$ cat config.mk
export PLATFORM = sky130hd
export DESIGN_NAME = rx_char_timeout
export DESIGN_NICKNAME = d
export VERILOG_FILES = /design/src/rtl/rx_tmo_pkg.sv /design/src/rtl/tmo_len_calc.sv /design/src/rtl/tmo_activity.sv /design/src/rtl/tmo_counter.sv /design/src/rtl/rx_char_timeout.sv
export SDC_FILE = /design/constraint.sdc
export NUM_CORES = 1
export LEC_CHECK = 0
export ABC_AREA = 1
export ABC_CLOCK_PERIOD_IN_PS = 2900
export BUFFER_PORTS_ARGS = -buffer_cell sky130_fd_sc_hd__buf_2
export CAP_MARGIN = 15
export CORE_MARGIN = 8
export CORE_UTILIZATION = 40
export CTS_BUF_LIST = sky130_fd_sc_hd__clkbuf_8
export CTS_CLUSTER_DIAMETER = 100
export DETAILED_ROUTE_END_ITERATION = 12
export PLACE_DENSITY = 0.69
export SLEW_MARGIN = 5
export SYNTH_ARGS = -nofsm -noshare
export SYNTH_HDL_FRONTEND = slang
export SYNTH_SLANG_ARGS = --single-unit
$ cat constraint.sdc
create_clock -name clk -period 2.9 [get_ports clk]
set_clock_uncertainty 0.1 [all_clocks]
set_input_delay 0.145 -clock clk [delete_from_list [all_inputs] [get_ports clk]]
set_output_delay 0.145 -clock clk [all_outputs]
set_load 0.01 [all_outputs]
$ cat src/rtl/rx_tmo_pkg.sv
package rx_tmo_pkg;

    typedef enum logic [1:0] {
        WL_5 = 2'd0,
        WL_6 = 2'd1,
        WL_7 = 2'd2,
        WL_8 = 2'd3
    } wlen_e;

    typedef struct packed {
        logic restart;
        logic armed;
    } tmo_ctl_t;

    localparam int unsigned TICKS_PER_GAP = 8;

    function automatic int unsigned char_bits(wlen_e code);
        return 5 + int'(code);
    endfunction

    function automatic int unsigned base_ticks(wlen_e code);
        return (char_bits(code) * 7 - 2) * TICKS_PER_GAP;
    endfunction

    function automatic int unsigned max_len(int unsigned cnt_w);
        return base_ticks(WL_8) + ((1 << cnt_w) - 1) * TICKS_PER_GAP + 1;
    endfunction

endpackage

$ cat src/rtl/tmo_len_calc.sv
module tmo_len_calc
    import rx_tmo_pkg::*;
#(
    parameter int CNT_W = 5,
    parameter int LEN_W = 10
) (
    input  wlen_e              wlen_i,
    input  logic [CNT_W-1:0]   trig_i,
    input  logic [CNT_W-1:0]   count_i,
    output logic [LEN_W-1:0]   len_o
);
    logic [CNT_W-1:0] gap;
    logic [LEN_W-1:0] base;
    logic [LEN_W-1:0] gap_ticks;

    always_comb begin
        gap       = (trig_i > count_i) ? (trig_i - count_i) : '0;
        base      = LEN_W'(base_ticks(wlen_i));
        gap_ticks = LEN_W'({gap, 3'b000});
        len_o     = base + gap_ticks + LEN_W'(1);
    end
endmodule

$ cat src/rtl/tmo_activity.sv
module tmo_activity
    import rx_tmo_pkg::*;
#(
    parameter int CNT_W = 5
) (
    input  logic             clk,
    input  logic             rst,
    input  logic             push_i,
    input  logic             pop_i,
    input  logic [CNT_W-1:0] count_i,
    output tmo_ctl_t         ctl_o
);
    logic [CNT_W-1:0] count_q;

    always_ff @(posedge clk) begin
        if (rst) count_q <= '0;
        else     count_q <= count_i;
    end

    always_comb begin
        ctl_o.armed   = (count_i != '0);
        ctl_o.restart = push_i | pop_i | (count_i != count_q);
    end

    // an armed count change with no strobe still restarts the idle period
    a_r6_count_change_restarts: assert property (@(posedge clk) disable iff (rst)
        (ctl_o.armed && (count_i != $past(count_i))) |-> ctl_o.restart);

    // each strobe restarts the idle period
    a_r2_strobe_restarts: assert property (@(posedge clk) disable iff (rst)
        (push_i || pop_i) |-> ctl_o.restart);
endmodule

$ cat src/rtl/tmo_counter.sv
module tmo_counter
    import rx_tmo_pkg::*;
#(
    parameter int LEN_W   = 10,
    parameter int MIN_LEN = 265
) (
    input  logic             clk,
    input  logic             rst,
    input  logic             tick_i,
    input  logic             clr_i,
    input  tmo_ctl_t         ctl_i,
    input  logic [LEN_W-1:0] len_i,
    output logic             flag_o
);
    logic [LEN_W-1:0] cnt_q;
    logic             expire;

    assign expire = ctl_i.armed && !ctl_i.restart && tick_i && (cnt_q == LEN_W'(1));

    always_ff @(posedge clk) begin
        if (rst) begin
            cnt_q  <= '0;
            flag_o <= 1'b0;
        end else begin
            if (!ctl_i.armed)            cnt_q <= '0;
            else if (ctl_i.restart)      cnt_q <= len_i;
            else if (tick_i && cnt_q != '0) cnt_q <= cnt_q - LEN_W'(1);

            if (!ctl_i.armed || clr_i)   flag_o <= 1'b0;
            else if (expire)             flag_o <= 1'b1;
        end
    end

    // empty FIFO leaves the counter idle and the flag low
    a_r1_idle_when_empty: assert property (@(posedge clk) disable iff (rst)
        !ctl_i.armed |=> (cnt_q == '0 && !flag_o));

    // a restart loads the computed length
    a_r2_reload_length: assert property (@(posedge clk) disable iff (rst)
        (ctl_i.armed && ctl_i.restart) |=> (cnt_q == $past(len_i)));

    // length never drops below the clamped floor
    a_r4_len_floor: assert property (@(posedge clk) disable iff (rst)
        ctl_i.armed |-> (len_i >= LEN_W'(MIN_LEN)));

    // a read clears the flag on the next clock
    a_r5_read_clears: assert property (@(posedge clk) disable iff (rst)
        clr_i |=> !flag_o);

    // the flag rises only out of the last tick of a running count
    a_r7_rise_on_last_tick: assert property (@(posedge clk) disable iff (rst)
        $rose(flag_o) |-> ($past(cnt_q) == LEN_W'(1) && $past(tick_i)));

    // no tick, no progress
    a_r8_hold_without_tick: assert property (@(posedge clk) disable iff (rst)
        (ctl_i.armed && !ctl_i.restart && !tick_i) |=> $stable(cnt_q));
endmodule

$ cat src/rtl/rx_char_timeout.sv
module rx_char_timeout
    import rx_tmo_pkg::*;
#(
    parameter int CNT_W = 5
) (
    input  logic             clk,
    input  logic             rst,
    input  logic             rclk_tick_i,
    input  logic [1:0]       word_len_i,
    input  logic [CNT_W-1:0] trig_lvl_i,
    input  logic [CNT_W-1:0] fifo_count_i,
    input  logic             push_i,
    input  logic             pop_i,
    input  logic             rd_clr_i,
    output logic             timeout_o
);
    localparam int unsigned MAX_LEN = max_len(CNT_W);
    localparam int LEN_W   = $clog2(MAX_LEN + 1);
    localparam int MIN_LEN = int'(base_ticks(WL_5)) + 1;

    wlen_e            wlen;
    tmo_ctl_t         ctl;
    logic [LEN_W-1:0] len;

    assign wlen = wlen_e'(word_len_i);

    tmo_len_calc #(.CNT_W(CNT_W), .LEN_W(LEN_W)) u_len (
        .wlen_i  (wlen),
        .trig_i  (trig_lvl_i),
        .count_i (fifo_count_i),
        .len_o   (len)
    );

    tmo_activity #(.CNT_W(CNT_W)) u_act (
        .clk     (clk),
        .rst     (rst),
        .push_i  (push_i),
        .pop_i   (pop_i),
        .count_i (fifo_count_i),
        .ctl_o   (ctl)
    );

    tmo_counter #(.LEN_W(LEN_W), .MIN_LEN(MIN_LEN)) u_cnt (
        .clk    (clk),
        .rst    (rst),
        .tick_i (rclk_tick_i),
        .clr_i  (rd_clr_i),
        .ctl_i  (ctl),
        .len_i  (len),
        .flag_o (timeout_o)
    );
endmodule

==> results by group, run 1 <==
Logic synthesis
  – #FFs+latches synth: 16
  – Yosys warns: 0
  – Post-Syn Nets: 271
  – Prevailing post-synth register cell: dfxtp_1
  – Synth Area per Inst: 6.69 sq um
  – Post-Syn Instances: 235
  – Sequential share of the synthesized area: 0.204
  – Synth top area share: 0.204
  – Post-Syn Area: 1570 sq um
  – Synth async-reset ratio: 0
  – Leading area contributor after synthesis: dfxtp_1
  – Ranking of synthesized cells by area: dfxtp_1 20%, ha_1 13%, nand2_1 11%, nor2_1 8.6%, inv_1 8.1%
  – Number of synthesized flops with an enable pin: 0
  – Synth unique cells: 28

Run status
  – Status: finished clean

Timing
  – Hold slack final: 23.9 ps
  – RSZ-0062 raised after global routing: no
  – Crit path time final: 2590 ps
  – Final TNS setup: 0 ps
  – Final Hold Fails: 0
  – Worst slew pin tran: 326 ps
  – Slew Limit Headroom: 0.781
  – Max Slew Vio Count: 0
  – Final worst slack: 311 ps
  – Period utilisation layout: 0.893
  – Endpoints failing setup: 0
  – Fmax: 386 MHz

Layout
  – Post-route insts no fill: 306
  – Fin area: 1790 sq um
  – Most common cell after layout, fill and taps aside: nand2_1
  – Most frequent cells in the layout: 47 x nand2_1, 36 x nor2_1, 34 x inv_1
  – Fin util: 0.481
  – Layout cell share with drive strength beyond 1: 0.202
  – Final-layout fill cell count: 391
  – Total Nets Final: 295
  – Area grow syn2layout: 13.7%
  – Ant. Diodes: 0

Setup path
  – WS Path Type: in2reg
  – CP bufs+invs: 4
  – CP startpoint kind: input port
  – Data arrival, critical path: 2640 ps
  – CP Max Fanout: 4
  – Setup crit end kind: flip-flop
  – Crit-path slowest cell: fa_1
  – Worst Path Required: 2950 ps
  – CP peak stage delay: 400 ps
  – Worst path cell trace: buf_2 > inv_2 > ha_1 > nand3_1 > nand2_1 > a21oi_1 > o21bai_1 > nand2_1 > nor2_1 > ha_1 > inv_1 > fa_1 > o21ai_0 > nand3_1 > nand2_1 > nand2_1 > inv_1 > nor2_1 > nor2_1 > nor2_1
  – Top cell family by delay on the critical path: adder cells

Drt
  – Iteration-0 DRC Markers: 92
  – Remaining DRCs: 0
  – Via count: 1419
  – DR WL/cell: 10.3 microns
  – Final WL: 3.14 mm
  – DRT antenna net count: 0
  – Vias per inst: 4.64
  – DRT Pass-1 Iters: 4

GRT
  – Largest net degree at the start of global routing: 11
  – Vias in the first global route: 1321
  – Initial antenna violation count: 0
  – Grt ovf: 0
  – GRT Total Usage: 0.106
  – First-pass GRT wire length: 5.54 mm

Die
  – Core Footprint: 3720 sq um
  – Horiz. Die Dim: 78.7 microns
  – Placement row count: 22
  – Ports: 19
  – Starting Density: 0.423
  – Die area: 6190 sq um
  – Die height: 78.7 microns

Power
  – Internal power: 488 uW
  – Comb pwr share: 0.398
  – Total power: 780 uW
  – Clk pwr share: 0.263
  – Psw: 292 uW
  – Switching part of the total: 0.375
  – Sequential share of power: 0.339
  – Lkg Pwr: 0.953 nW
  – Maximum VDD drop: 0.176 mV
  – Pwr/cell area: 436 nW/um^2

Clock tree
  – Clock transition at the registers of the reported paths: 70 ps
  – TritonCTS Buffers: 3
  – Clk root buf: clkbuf_8
  – Clock sinks: 16
  – Htree depth: 1
  – Postcts setup bufs: 0
  – Clk buf depth: 2
  – TritonCTS clock tree: yes
  – Worst skew pair latency: 250 ps

Placed design
  – Number of I/O port buffers: 18
  – Dpl hpwl: 2.59 mm
  – Area of placed instances: 1720 sq um
  – RD Place Congestion: 0.800
  – Dpl ws: 46.7 ps
  – Placed cells: 301

Worst hold path
  – Worst Hold Class: in2reg

Flow run
  – Max-cap violations: 0
metal layers:
| layer | share of wire | global-route usage |
|---|---|---|
| met5 | 0 | 0 |
| met4 | 0.019 | 0.0500 |
| met3 | 0.044 | 0.0124 |
| met2 | 0.44 | 0.167 |
| met1 | 0.50 | 0.141 |
sequential cells by signal, summed over array words and instances, names as in the netlist:
| signal | flops |
|---|---|
| u_act.count_q | 5 |
| u_cnt.cnt_q | 10 |
| u_cnt.flag_o | 1 |
cells in the mapped netlist, types with 2 or more instances:
master,n
nor2_4,4
ha_1,16
o21ai_1,5
fa_1,2
dfxtp_1,16
a21oi_1,9
xor2_1,5
nand2_4,3
nand3_1,13
o21ai_2,2
nand2_2,9
nand4_1,2
nor3_1,6
nor2_2,2
xnor2_1,4
inv_1,34
nand3b_1,2
o21ai_0,6
nor2_1,36
inv_2,5
nand2_1,47
power by group through the flow:
stage / logic (mW) / clock network (mW) / registers [mW]
after floorplan: 0.250 / 0 / 0.263
after global placement: 0.304 / 0 / 0.267
after detailed placement: 0.309 / 0 / 0.268
after CTS: 0.312 / 0.208 / 0.263
after global routing: 0.353 / 0.220 / 0.268
final: 0.310 / 0.205 / 0.264
logic make-up after synthesis:
family,Yosys count,share of synthesized area
fa+ha+maj,18,0.153
xor+xnor,9,0.0501
flops,16,0.204
buf+inv,39,0.0931
simple gates,130,0.421
compound gates,23,0.0796
timing repair:
| item | 4_1_cts | 5_1_grt |
|---|---|---|
| hold buffers | 1 | 0 |
| gates resized for setup | 0 | 0 |
| hold endpoints to repair | 1 | 0 |
layout make-up:
| class | instances | area, sq um | share of cell area |
|---|---|---|---|
| clock buffers | 4 | 55.1 | 0.0308 |
| inverters | 39 | 146 | 0.0819 |
| multi-input cells | 180 | 1110 | 0.619 |
| flip-flops and latches | 16 | 320 | 0.179 |
| well taps | 48 | 60.1 | 0.0336 |
| repair buffers | 19 | 100 | 0.0560 |
worst paths after layout:
check,from,end,slack (ps),cells past startpoint
setup / recovery,fifo_count_i[2],u_cnt.cnt_q[9],310,20
hold / removal,rst,u_act.count_q[3],20,2
setup reg to reg,u_cnt.cnt_q[0],u_cnt.cnt_q[5],1230,10
hold reg to reg,u_cnt.cnt_q[1],u_cnt.cnt_q[1],390,2
(Power assumes the default switching activity.)
==> run 2: changes to the inputs <==
--- a/config.mk
+++ b/config.mk
@@ -10,11 +10,11 @@
 export BUFFER_PORTS_ARGS = -buffer_cell sky130_fd_sc_hd__buf_2
 export CAP_MARGIN = 15
 export CORE_MARGIN = 8
-export CORE_UTILIZATION = 40
+export CORE_UTILIZATION = 60
 export CTS_BUF_LIST = sky130_fd_sc_hd__clkbuf_8
 export CTS_CLUSTER_DIAMETER = 100
 export DETAILED_ROUTE_END_ITERATION = 12
-export PLACE_DENSITY = 0.69
+export PLACE_DENSITY = 0.93
 export SLEW_MARGIN = 5
 export SYNTH_ARGS = -nofsm -noshare
 export SYNTH_HDL_FRONTEND = slang
==> run 2 against run 1 <==
Via count increased by 2.7%. Wire length decreased by 0.76%. First-iteration DRC count decreased by 35%. Combinational power about the same. Clock-buffer cell count unchanged. Critical path type unchanged. Critical endpoint unchanged.
==> results by group, run 2 (synthesis results as in run 1) <==
Run status
  – Status: finished clean

Timing
  – Final Hold Fails: 0 (unchanged)
  – Fmax: 382 MHz (-1.1%)
  – Max Slew Vio Count: 0 (unchanged)
  – Slew Limit Headroom: 0.780 (about the same)
  – Final TNS setup: 0 ps (unchanged)
  – Worst slew pin tran: 327 ps (+0.934 ps)
  – Hold slack final: 30.4 ps (+6.52 ps)
  – Crit path time final: 2620 ps (+27.8 ps)
  – Endpoints failing setup: 0 (unchanged)
  – Final worst slack: 283 ps (-27.8 ps)
  – Period utilisation layout: 0.902 (+0.00959)
  – RSZ-0062 raised after global routing: no

Drt
  – Remaining DRCs: 0 (unchanged)
  – Vias per inst: 5.06 (+9.1%)
  – Via count: 1457 (+2.7%)
  – Iteration-0 DRC Markers: 60 (-35%)
  – DR WL/cell: 10.8 microns (+5.4%)
  – DRT antenna net count: 0 (unchanged)
  – Final WL: 3.12 mm (-0.76%)
  – DRT Pass-1 Iters: 4 (unchanged)

Die
  – Core Footprint: 2480 sq um (-33%)
  – Die area: 4520 sq um (-27%)
  – Placement row count: 18 (-18%)
  – Horiz. Die Dim: 67.2 microns (-15%)
  – Ports: 19 (unchanged)
  – Die height: 67.2 microns (-15%)
  – Starting Density: 0.635 (+0.212)

Clock tree
  – Clk root buf: clkbuf_8
  – Worst skew pair latency: 250 ps (about the same)
  – Clock sinks: 16 (unchanged)
  – TritonCTS clock tree: yes
  – Clock transition at the registers of the reported paths: 60 ps (about the same)
  – Htree depth: 1 (unchanged)
  – TritonCTS Buffers: 3 (unchanged)
  – Clk buf depth: 2 (unchanged)

Layout
  – Most frequent cells in the layout: 47 x nand2_1, 36 x nor2_1, 34 x inv_1
  – Register area: 320 sq um (unchanged)
  – Most common cell after layout, fill and taps aside: nand2_1
  – Total Nets Final: 295 (unchanged)
  – Top Registers: u_cnt.cnt_q (10), u_act.count_q (5), u_cnt.flag_o (1)
  – Post-route insts no fill: 288 (-5.9%)
  – Final-layout fill cell count: 205 (-48%)
  – Footprint of the multi-input gates: 1110 sq um (unchanged)
  – Most flop-heavy register: u_cnt.cnt_q
  – Max reg flops: 10 (unchanged)
  – Layout cell share with drive strength beyond 1: 0.202 (unchanged)
  – Ant. Diodes: 0 (unchanged)
  – Area grow syn2layout: 12.3%

GRT
  – Largest net degree at the start of global routing: 11 (unchanged)
  – Initial antenna violation count: 0 (unchanged)
  – Grt ovf: 0 (unchanged)
  – GRT Total Usage: 0.154 (+0.0480)
  – First-pass GRT wire length: 5.60 mm (+1.1%)
  – Vias in the first global route: 1420 (+7.5%)

Placed design
  – Placed cells: 283 (-6.0%)
  – Dpl hpwl: 2.61 mm (+0.67%)
  – Number of I/O port buffers: 18 (unchanged)
  – Dpl ws: -56.2 ps (-103 ps)
  – RD Place Congestion: 0.845 (+5.6%)

Setup path
  – Worst path cell trace: buf_2 > inv_2 > ha_1 > nand3_1 > nand2_1 > a21oi_1 > o21bai_1 > nand2_1 > nor2_1 > ha_1 > inv_1 > fa_1 > o21ai_1 > nand3_1 > nand2_1 > nand2_1 > inv_1 > nor2_1 > nor2_1 > nor2_1
  – Worst Path Required: 2950 ps (about the same)
  – CP startpoint kind: input port
  – Crit-path slowest cell: fa_1
  – CP peak stage delay: 400 ps (about the same)
  – Data arrival, critical path: 2670 ps (+30 ps)
  – CP Max Fanout: 4 (unchanged)
  – WS Path Type: in2reg
  – Setup crit end kind: flip-flop

Worst hold path
  – Worst Hold Class: in2reg

Power
  – Lkg Pwr: 0.953 nW (about the same)
  – Pwr/cell area: 440 nW/um^2 (+0.95%)
  – Maximum VDD drop: 0.297 mV (+68%)
  – Total power: 777 uW (-0.33%)

Flow run
  – Max-cap violations: 0 (unchanged)
[run 2: critical path, delay by kind of cell]
family                   cells  cell delay [ps]
AO/OA/AOI/OAI                3              490
AND/OR/NAND/NOR             10              850
adder cells (fa/ha/maj)      3              920
buffers and inverters        4              280
[run 2: per-layer routing]
| metal | GRT usage | vias to the layer above | part of all wire | wire (microns) |
|---|---|---|---|---|
| met5 | 0 | - | 0 | 0 |
| met4 | 0.0627 | 0 | 0.015 | 47 |
| met3 | 0.0149 | 5 | 0.030 | 93 |
| met2 | 0.278 | 26 | 0.49 | 1540 |
| met1 | 0.182 | 637 | 0.46 | 1440 |
| li1 | - | 789 | - | - |
[run 2: path summary, 6_finish.rpt]
path	cells past startpoint	endpoint	slack [ps]	start
min reg2reg	2	u_cnt.flag_o	390	u_cnt.flag_o
min	2	u_act.count_q[2]	30	rst
max	20	u_cnt.cnt_q[9]	280	fifo_count_i[2]
max reg2reg	10	u_cnt.cnt_q[1]	1210	u_cnt.cnt_q[0]
[run 2: final cells by class]
type | count | area share
Timing Repair Buffer | 19 | 0.0567
Clock buffer | 4 | 0.0312
Multi-Input combinational cell | 180 | 0.627
Sequential cell | 16 | 0.181
Tap cell | 30 | 0.0213
Inverter | 39 | 0.0829
[run 2: timing repair]
action / 4_1_cts / 5_1_grt
hold buffers: 1 / 0
gates resized for setup: 0 / 1
buffers inserted: 0 / 0
hold endpoints to repair: 1 / 0
setup endpoints to repair: 0 / 2
[run 2: metrics by stage]
stage	cell area (sq um)	util
4_1_cts	1770	0.713
3_5_place_dp	1700	0.686
5_1_grt	1770	0.713
2_1_floorplan	1570	-
3_3_place_gp	1700	0.686
6_report	1770	0.713
[run 2: report_power, final]
| part | leakage (nW) | internal (mW) | switching (mW) |
|---|---|---|---|
| Sequential | 0.133 | 0.243 | 0.0203 |
| Combinational | 0.792 | 0.124 | 0.189 |
| Clock | 0.0288 | 0.121 | 0.0801 |
==> run 3: changes to the inputs <==
--- a/config.mk
+++ b/config.mk
@@ -10,11 +10,10 @@
 export BUFFER_PORTS_ARGS = -buffer_cell sky130_fd_sc_hd__buf_2
 export CAP_MARGIN = 15
 export CORE_MARGIN = 8
-export CORE_UTILIZATION = 60
-export CTS_BUF_LIST = sky130_fd_sc_hd__clkbuf_8
+export CORE_UTILIZATION = 58
 export CTS_CLUSTER_DIAMETER = 100
 export DETAILED_ROUTE_END_ITERATION = 12
-export PLACE_DENSITY = 0.93
+export PLACE_DENSITY = 0.8
 export SLEW_MARGIN = 5
 export SYNTH_ARGS = -nofsm -noshare
 export SYNTH_HDL_FRONTEND = slang
==> run 3 against run 2 <==
Wire length grew 2.9%. Critical path type unchanged. Sequential power is essentially flat. Final area grew 1.2%.
==> results by group, run 3 (synthesis results as in run 1) <==
Layout
  – Final-layout fill cell count: 225 (+9.8%)
  – Top Registers: u_cnt.cnt_q (10), u_act.count_q (5), u_cnt.flag_o (1)
  – Layout cell share with drive strength beyond 1: 0.212 (+0.00999)
  – Most frequent cells in the layout: 47 x nand2_1, 36 x nor2_1, 34 x inv_1
  – Area grow syn2layout: 13.6%
  – Most flop-heavy register: u_cnt.cnt_q
  – Max reg flops: 10 (unchanged)
  – Fin area: 1790 sq um (+1.2%)
  – Ant. Diodes: 0 (unchanged)
  – Total Nets Final: 297 (+0.68%)
  – Most common cell after layout, fill and taps aside: nand2_1

GRT
  – Largest net degree at the start of global routing: 11 (unchanged)
  – Vias in the first global route: 1413 (-0.49%)
  – Initial antenna violation count: 0 (unchanged)
  – Grt ovf: 0 (unchanged)
  – First-pass GRT wire length: 5.89 mm (+5.1%)
  – GRT Total Usage: 0.157 (+0.00307)

Clock tree
  – Clk buf depth: 2 (unchanged)
  – TritonCTS clock tree: yes
  – Worst skew pair latency: 290 ps (+40 ps)
  – TritonCTS Buffers: 3 (unchanged)
  – Clock sinks: 16 (unchanged)
  – Clk root buf: clkbuf_4
  – Htree depth: 1 (unchanged)
  – Clock transition at the registers of the reported paths: 110 ps (+50 ps)

Drt
  – Final WL: 3.21 mm (+2.9%)
  – Vias per inst: 4.93 (-2.5%)
  – DR WL/cell: 11.0 microns (+1.9%)
  – Iteration-0 DRC Markers: 75 (+25%)
  – Via count: 1435 (-1.5%)
  – DRT antenna net count: 0 (unchanged)
  – DRT Pass-1 Iters: 4 (unchanged)
  – Remaining DRCs: 0 (unchanged)

Setup path
  – Data arrival, critical path: 2740 ps (+70 ps)
  – Crit-path slowest cell: dlygate4sd3_1
  – Setup crit end kind: flip-flop
  – WS Path Type: in2reg
  – Most frequent CP cell: nor2_1
  – CP peak stage delay: 520 ps (+120 ps)
  – Reg2Reg Depth: 10 (unchanged)
  – Worst Path Required: 3000 ps (+50 ps)
  – Worst path cell trace: dlygate4sd3_1 > buf_2 > inv_2 > ha_4 > a21oi_1 > o21bai_1 > nand2_1 > nor2_1 > ha_1 > inv_1 > fa_2 > o21ai_2 > nand3_1 > nand2_1 > nand2_1 > inv_1 > nor2_1 > nor2_1 > nor2_1
  – CP Max Fanout: 4 (unchanged)
  – CP startpoint kind: input port

Timing
  – RSZ-0062 raised after global routing: no
  – Fmax: 379 MHz (-0.93%)
  – Worst slew pin tran: 335 ps (+8.16 ps)
  – Final Hold Fails: 0 (unchanged)
  – Endpoints failing setup: 0 (unchanged)
  – Crit path time final: 2640 ps (+24.5 ps)
  – Final TNS setup: 0 ps (unchanged)
  – Slew Limit Headroom: 0.775 (-0.00537)
  – Period utilisation layout: 0.911 (+0.00846)
  – Max Slew Vio Count: 0 (unchanged)

Placed design
  – Dpl hpwl: 2.60 mm (-0.60%)
  – Number of I/O port buffers: 18 (unchanged)
  – Area of placed instances: 1700 sq um (about the same)
  – RD Place Congestion: 0.876 (+3.7%)

Die
  – Ports: 19 (unchanged)
  – Horiz. Die Dim: 68.1 microns (+1.3%)
  – Placement row count: 19 (+1)
  – Core Footprint: 2660 sq um (+7.5%)
  – Starting Density: 0.591 (-0.0442)
  – Die height: 68.1 microns (+1.3%)
  – Die area: 4630 sq um (+2.6%)

Run status
  – Status: finished clean

Power
  – Pwr/cell area: 414 nW/um^2 (-5.9%)
  – Lkg Pwr: 0.955 nW (+0.22%)
  – Maximum VDD drop: 0.317 mV (+7.0%)
  – Total power: 740 uW (-4.7%)

Worst hold path
  – Worst Hold Class: in2reg
  – Hold Path Depth: 3 (+1)

Flow run
  – Max-cap violations: 0 (unchanged)
run 3: worst paths after layout:
kind	from	end	slack (ps)
max reg2reg	u_cnt.cnt_q[0]	u_cnt.cnt_q[5]	1190
min reg2reg	u_cnt.cnt_q[1]	u_cnt.cnt_q[1]	390
max	fifo_count_i[3]	u_cnt.cnt_q[9]	260
min	fifo_count_i[2]	u_act.count_q[2]	8
run 3: per-stage QoR:
step / instances / setup slack (ps) / hold slack, ps / util
2_1_floorplan: 235 / 405 / 117 / -
3_3_place_gp: 284 / 166 / 209 / 0.639
3_5_place_dp: 284 / 97.8 / 215 / 0.639
4_1_cts: 291 / 58.8 / 3.50 / 0.664
5_1_grt: 291 / 53.9 / 6.48 / 0.671
6_report: 291 / 259 / 7.88 / 0.671
run 3: critical path: cells and delay by family:
kind | cells | cell delay [ps]
AO/OA/AOI/OAI | 3 | 360
adder cells (fa/ha/maj) | 3 | 810
buffers and inverters | 5 | 800
AND/OR/NAND/NOR | 8 | 620
run 3: layout make-up:
class,count,area [sq um],area share
Inverter,39,146,0.0819
Tap cell,31,38.8,0.0217
Multi-Input combinational cell,180,1120,0.630
Timing Repair Buffer,21,120,0.0672
Clock buffer,4,36.3,0.0203
Sequential cell,16,320,0.179
run 3: per-layer routing:
| metal | track usage | vias up | wire length, microns |
|---|---|---|---|
| met5 | 0 | - | 0 |
| met1 | 0.185 | 624 | 1500 |
| li1 | - | 787 | - |
| met2 | 0.283 | 20 | 1610 |
| met4 | 0.0639 | 0 | 44 |
| met3 | 0.0164 | 4 | 64 |
run 3: power by group:
group,internal [mW],switching (mW)
Combinational,0.129,0.191
Sequential,0.243,0.0214
Clock,0.0765,0.0794
run 3: repair_timing:
action / 4_1_cts / 5_1_grt
setup buffers: 0 / 0
setup endpoints to repair: 0 / 2
resized for setup: 0 / 4
endpoints found under the hold margin: 6 / 0
hold buffers: 3 / 0
